<file path="src/rtl/card_seq_pkg.sv">
package card_seq_pkg;

  typedef enum logic [3:0] {
    S_IDLE,
    S_PWRUP,
    S_IOWAIT,
    S_CLKWAIT,
    S_RUN,
    S_D_RST,
    S_D_CLK,
    S_D_IO,
    S_D_VCC
  } seq_state_t;

  function automatic int max_of(input int a, input int b);
    return (a > b) ? a : b;
  endfunction

endpackage

</file>
<file path="src/rtl/seq_interval.sv">
module seq_interval #(
  parameter int W = 10
) (
  input  logic         clk,
  input  logic         rst_n,
  input  logic         restart,
  input  logic         tick,
  input  logic [W-1:0] limit,
  output logic         hit
);
  logic [W-1:0] cnt;

  assign hit = tick && (cnt == limit - W'(1));

  always_ff @(posedge clk or negedge rst_n) begin
    if (!rst_n)       cnt <= '0;
    else if (restart) cnt <= '0;
    else if (tick)    cnt <= cnt + W'(1);
  end
endmodule

</file>
<file path="src/rtl/seq_por_guard.sv">
module seq_por_guard #(
  parameter int TICKS_POR = 15000
) (
  input  logic clk,
  input  logic rst_n,
  input  logic tick,
  input  logic flt_vdd,
  output logic ready
);
  localparam int PW = $clog2(TICKS_POR + 1);
  logic [PW-1:0] cnt;

  assign ready = (cnt == PW'(TICKS_POR));

  always_ff @(posedge clk or negedge rst_n) begin
    if (!rst_n)                cnt <= '0;
    else if (flt_vdd)          cnt <= '0;
    else if (tick && !ready)   cnt <= cnt + PW'(1);
  end
endmodule

</file>
<file path="src/rtl/seq_rst_gate.sv">
module seq_rst_gate #(
  parameter int RST_CCLK = 42000
) (
  input  logic clk,
  input  logic rst_n,
  input  logic run,
  input  logic cclk_en,
  output logic open
);
  localparam int CW = $clog2(RST_CCLK + 1);
  logic [CW-1:0] cnt;

  assign open = (cnt == CW'(RST_CCLK));

  always_ff @(posedge clk or negedge rst_n) begin
    if (!rst_n)                  cnt <= '0;
    else if (!run)               cnt <= '0;
    else if (cclk_en && !open)   cnt <= cnt + CW'(1);
  end
endmodule

</file>
<file path="src/rtl/card_seq_top.sv">
module card_seq_top
  import card_seq_pkg::*;
#(
  parameter int TICKS_POR = 15000,
  parameter int TICKS_T1  = 765,
  parameter int TICKS_T2  = 3,
  parameter int TICKS_T3  = 1,
  parameter int RST_CCLK  = 42000,
  parameter int TICKS_D1  = 1,
  parameter int TICKS_D2  = 12,
  parameter int TICKS_D3  = 1,
  parameter int TICKS_D4  = 1
) (
  input  logic clk,
  input  logic rst_n,
  input  logic tick,
  input  logic cclk_en,
  input  logic cmd_n,
  input  logic rst_req,
  input  logic pres_hi,
  input  logic pres_lo_n,
  input  logic flt_oc,
  input  logic flt_temp,
  input  logic flt_vdd,
  input  logic flt_vpc,
  input  logic flt_vcc,
  input  logic vcc_ok,
  output logic vcc_en,
  output logic io_rx_en,
  output logic card_clk_en,
  output logic card_rst,
  output logic irq_n
);
  localparam int LIM_MAX = max_of(max_of(max_of(TICKS_T1, TICKS_T2), max_of(TICKS_T3, TICKS_D1)),
                                  max_of(max_of(TICKS_D2, TICKS_D3), TICKS_D4));
  localparam int IW = $clog2(LIM_MAX + 1);

  seq_state_t state, state_nxt;
  logic cmd_q, rst_hi_q, flt_lat;
  logic vcc_q, io_q, clk_q, rst_q;
  logic present, any_flt, in_sess, kill_flt, kill, cmd_fall;
  logic por_ok, gate_open, step, io_go, restart;
  logic [IW-1:0] limit;

  assign present  = pres_hi | ~pres_lo_n;
  assign any_flt  = flt_oc | flt_temp | flt_vdd | flt_vpc | flt_vcc;
  assign cmd_fall = cmd_q & ~cmd_n;
  assign in_sess  = (state == S_PWRUP) || (state == S_IOWAIT) ||
                    (state == S_CLKWAIT) || (state == S_RUN);
  assign kill_flt = in_sess & (any_flt | ~present);
  assign kill     = kill_flt | (in_sess & cmd_n);
  assign io_go    = rst_hi_q ? ~rst_req : step;
  assign restart  = (state_nxt != state);

  seq_por_guard #(.TICKS_POR(TICKS_POR)) u_por (
    .clk(clk), .rst_n(rst_n), .tick(tick), .flt_vdd(flt_vdd), .ready(por_ok)
  );

  seq_rst_gate #(.RST_CCLK(RST_CCLK)) u_gate (
    .clk(clk), .rst_n(rst_n), .run(clk_q && (state == S_RUN)),
    .cclk_en(cclk_en), .open(gate_open)
  );

  seq_interval #(.W(IW)) u_ivl (
    .clk(clk), .rst_n(rst_n), .restart(restart), .tick(tick),
    .limit(limit), .hit(step)
  );

  always_comb begin
    case (state)
      S_PWRUP:   limit = IW'(TICKS_T1);
      S_IOWAIT:  limit = IW'(TICKS_T2);
      S_CLKWAIT: limit = IW'(TICKS_T3);
      S_D_RST:   limit = IW'(TICKS_D1);
      S_D_CLK:   limit = IW'(TICKS_D2);
      S_D_IO:    limit = IW'(TICKS_D3);
      S_D_VCC:   limit = IW'(TICKS_D4);
      default:   limit = IW'(1);
    endcase
  end

  always_comb begin
    state_nxt = state;
    if (kill) state_nxt = S_D_RST;
    else begin
      case (state)
        S_IDLE:    if (cmd_fall && present && !flt_temp && !flt_vdd && por_ok)
                     state_nxt = S_PWRUP;
        S_PWRUP:   if (step) state_nxt = vcc_ok ? S_IOWAIT : S_D_RST;
        S_IOWAIT:  if (io_go) state_nxt = S_CLKWAIT;
        S_CLKWAIT: if (step) state_nxt = S_RUN;
        S_D_RST:   if (step) state_nxt = S_D_CLK;
        S_D_CLK:   if (step) state_nxt = S_D_IO;
        S_D_IO:    if (step) state_nxt = S_D_VCC;
        S_D_VCC:   if (step) state_nxt = S_IDLE;
        default:   state_nxt = state;
      endcase
    end
  end

  always_ff @(posedge clk or negedge rst_n) begin
    if (!rst_n) begin
      state    <= S_IDLE;
      cmd_q    <= 1'b1;
      rst_hi_q <= 1'b0;
      flt_lat  <= 1'b0;
      vcc_q    <= 1'b0;
      io_q     <= 1'b0;
      clk_q    <= 1'b0;
      rst_q    <= 1'b0;
    end else begin
      state <= state_nxt;
      cmd_q <= cmd_n;
      if (state == S_IDLE && state_nxt == S_PWRUP) begin
        vcc_q    <= 1'b1;
        rst_hi_q <= rst_req;
      end
      if (kill_flt || (state == S_PWRUP && step && !vcc_ok)) flt_lat <= 1'b1;
      if (state == S_IOWAIT && state_nxt == S_CLKWAIT) io_q <= 1'b1;
      if (state == S_CLKWAIT && state_nxt == S_RUN) clk_q <= 1'b1;
      if (state == S_RUN) rst_q <= gate_open & rst_req;
      else if (state != S_D_RST || step) rst_q <= 1'b0;
      if (state == S_D_CLK && step) clk_q <= 1'b0;
      if (state == S_D_IO && step) io_q <= 1'b0;
      if (state == S_D_VCC && step) begin
        vcc_q   <= 1'b0;
        flt_lat <= 1'b0;
      end
    end
  end

  assign vcc_en      = vcc_q;
  assign io_rx_en    = io_q;
  assign card_clk_en = clk_q;
  assign card_rst    = rst_q;
  assign irq_n       = (state == S_IDLE) ? present : ~flt_lat;
endmodule

</file>
<file path="config.mk">
export PLATFORM = sky130hd
export DESIGN_NAME = card_seq_top
export DESIGN_NICKNAME = d
export VERILOG_FILES = /design/src/rtl/card_seq_pkg.sv /design/src/rtl/seq_interval.sv /design/src/rtl/seq_por_guard.sv /design/src/rtl/seq_rst_gate.sv /design/src/rtl/card_seq_top.sv
export SDC_FILE = /design/constraint.sdc
export NUM_CORES = 1
export LEC_CHECK = 0
export CORE_ASPECT_RATIO = 1.2
export CORE_UTILIZATION = 46
export CTS_CLUSTER_DIAMETER = 30
export CTS_CLUSTER_SIZE = 8
export DETAILED_ROUTE_END_ITERATION = 10
export PLACE_DENSITY = 0.69
export SYNTH_ARGS = -nofsm -noshare
export SYNTH_HDL_FRONTEND = slang
export SYNTH_SLANG_ARGS = --single-unit
</file>
<file path="constraint.sdc">
create_clock -name clk -period 3.1 [get_ports clk]
set_clock_uncertainty 0.1 [all_clocks]
set_input_delay 0.465 -clock clk [delete_from_list [all_inputs] [get_ports clk]]
set_output_delay 0.465 -clock clk [all_outputs]
set_load 0.1 [all_outputs]
</file>
==> results.sh <==
export IMPL_synth_area_sq_mm=0.00295
export IMPL_dp_hpwl_um=4430
export IMPL_end_kind="flip-flop"
export IMPL_path_depth=11
export IMPL_critPathMaxFanout=5
export IMPL_cts_hold_buffers=0
export IMPL_syn_avg_cell_area_sq_um=9.67
export IMPL_worst_ep_arrival_time_ps=3140
export IMPL_grt_first_pass_wirelength_um=10300
export IMPL_vdd_drop_max_mv=0.420
export IMPL_fin_crit_ps=3010
export IMPL_final_cells=417
export IMPL_start_util_pct=48.1
export IMPL_die_w_um=75.1
export IMPL_grt_max_degree=28
export IMPL_cts_buffers_inserted=5
export IMPL_drt_total_wl_um=6190
export IMPL_start_kind="flip-flop"
export IMPL_r2r_start="state[3]"
export IMPL_clkTransAtPathRegs_ps=90
export IMPL_final_nets=356
export IMPL_r2r_end="card_clk_en"
export IMPL_rr_worst_depth=11
export IMPL_dr_pass1_iters=4
export IMPL_dieArea_sq_mm=0.00673
export IMPL_total_power_w=0.00141
export IMPL_grt_pass1_vias=2177
export IMPL_crit_end="card_clk_en"
export IMPL_report_final_slew_viol_count=0
export IMPL_ys_warnings_count=0
export IMPL_layout_drive_gt1_share_pct=13.1
export IMPL_p_leak_nw=1.45
export IMPL_hp_class="primary input to asynchronous set/reset pin"
export IMPL_critPathSlowestCell="dfrtp_2"
export IMPL_cpMostUsedCell="ha_1"
export IMPL_area_delta_synth_final_pct=14.8
export IMPL_synth_edf_count=0
export IMPL_drc_errors=0
export IMPL_port_buffer_count=18
export IMPL_max_freq_mhz=332
export IMPL_clockBufferDepth=2
export IMPL_cpLargestDelayFamily="simple AND/OR/NAND/NOR gates"
export IMPL_hold_viol_final=0
export IMPL_synth_yosys_seq_area_share_pct=43.3
export IMPL_cp_slowest_stage_delay_ps=460
export IMPL_io_pins=19
export IMPL_num_vias=2296
export IMPL_syn_inst=305
export IMPL_die_h_um=89.7
export IMPL_slew_headroom_pct=55.1
export IMPL_synth_async_reset_ratio_pct=100
export IMPL_tritoncts="built"
export IMPL_htree_levels=2
export IMPL_antenna_found_initial=0
export IMPL_ant_nets=0
export IMPL_crit_start="state[3]"
export IMPL_power_density_mw_per_mm2=417
export IMPL_critPathKind="flip-flop to flip-flop"
export IMPL_ys_types=52
export IMPL_layout_commonest_cell="nor2_1"
export IMPL_cp_required_ps=3230
export IMPL_fin_crit_sh_pct=97.1
export IMPL_post_drt_via_cell_ratio=5.51
export IMPL_rows=31
export IMPL_most_common_layout_cells="nor2_1, dfrtp_1, xor2_1"
export IMPL_first_iter_violations=117
export IMPL_finalSetupViolations=0
export IMPL_drv_cap=0
export IMPL_grt_util_all_layers_pct=20.1
export IMPL_synth_net_count=327
export IMPL_cts_sinks=51
export IMPL_tightestPinTransition_ps=669
export IMPL_overflow=0
export IMPL_run_status="completed"
export IMPL_routabilityCongestion=0.829
export IMPL_insertedDiodeCount=0
export IMPL_post_drt_wl_per_cell_um=14.8
export IMPL_placed_cells=407
export IMPL_path_buf_inv=1
export IMPL_holdWs_ps=61.5
export IMPL_cts_root_buffer="clkbuf_8"
export IMPL_ys_flop_type="dfrtp_1"
export IMPL_synth_seq_cells=51
export IMPL_coreArea_sq_mm=0.00613
export IMPL_regToRegSetupSlack_ps=90
export IMPL_cp_cell_sequence="nand4bb_1, inv_2, ha_1, ha_1, ha_1, xnor2_1, nor3_1, nand3_2, a211oi_4, mux2i_2, a32o_1"
export IMPL_insertion_delay_ps=300
registers in the layout, indices dropped and copies added (netlist names):
register     cells
vcc_en           1
u_ivl.cnt       10
card_clk_en      1
flt_lat          1
u_gate.cnt      16
io_rx_en         1
state            4
u_por.cnt       14
rst_hi_q         1
cmd_q            1
card_rst         1
layout make-up:
class	count	area [sq um]
timing repair buffer	31	264
sequential	51	1280
inverter	13	48.8
fill	606	2750
clock buffer	8	80.1
multi-input combinational	232	1610
tap	82	103
worst min path at each step:
stage | from | to | slack [ps] | cells after the start
after floorplan | rst_n | card_clk_en | 70 | 0
after global placement | rst_n | u_por.cnt[10] | 410 | 1
after detailed placement | rst_n | u_por.cnt[10] | 420 | 1
after CTS | rst_n | state[2] | 90 | 1
after global routing | rst_n | u_por.cnt[9] | 110 | 1
final | rst_n | u_por.cnt[10] | 60 | 1
power by group:
group	switching [W]	internal, W
Combinational	0.000137	0.000114
Sequential	0.0000723	0.000720
Clock	0.000209	0.000161
worst reg2reg max path, cell delays in order (launching register included):
cell and delay (ps):
dfrtp_2 460, nand4bb_1 240, inv_2 140, ha_1 210
ha_1 170, ha_1 240, xnor2_1 130, nor3_1 210
nand3_2 190, a211oi_4 340, mux2i_2 330, a32o_1 210
logic make-up after synthesis:
logic type,Yosys count,share of synthesized area [%]
and+or+nand+nor,142,25.1
xor gates and xnor gates,40,11.9
DFF,51,43.3
muxes,6,2.08
buffers and inverters,22,3.01
AOI/OAI and AO/OA,36,11.2
adders and majority gates,8,3.40
cells in the mapped netlist (4+ instances only):
| cell | instances | share of area (%) |
|---|---|---|
| nand3_1 | 20 | 3.4 |
| mux2i_1 | 5 | 1.7 |
| dfrtp_1 | 50 | 42 |
| ha_1 | 8 | 3.4 |
| nand4_1 | 9 | 1.9 |
| xor2_1 | 24 | 7.1 |
| nor3_1 | 11 | 1.9 |
| and3_1 | 6 | 1.3 |
| clkbuf_1 | 6 | 0.76 |
| nor4_1 | 4 | 0.85 |
| nand2_1 | 17 | 2.2 |
| nor2_1 | 52 | 6.6 |
| xnor2_1 | 16 | 4.8 |
| o21ai_0 | 4 | 0.68 |
| inv_1 | 12 | 1.5 |
| a21oi_1 | 6 | 1.0 |
| or3_1 | 4 | 0.85 |
| a211oi_2 | 4 | 1.7 |
timing repair:
action | 4_1_cts | 5_1_grt
resized for setup | 0 | 6
endpoints found under the setup margin | 0 | 9
setup buffers | 0 | 2
metal layers:
metal  track usage [%]  part of all wire (%)  wire length [um]  vias to the layer above
li1                  -                     -                 -                     1124
met5                 0                     0                 0                        -
met4              5.15                   1.0                63                        0
met2              32.6                    47              2910                       29
met3              3.68                   2.7               167                        6
met1              27.7                    49              3050                     1137
through the flow:
stage | util, % | setup TNS [ps] | area (sq um) | worst slack (ps)
finish | 55.2 | 0 | 3380 | 88.9
detailed placement | 53.2 | 0 | 3260 | 175
floorplan | - | 0 | 2950 | 189
CTS | 54.5 | 0 | 3340 | 156
global route | 55.2 | -110 | 3380 | -49.6
global placement | 53.2 | 0 | 3260 | 268
(Power assumes the default switching activity.)
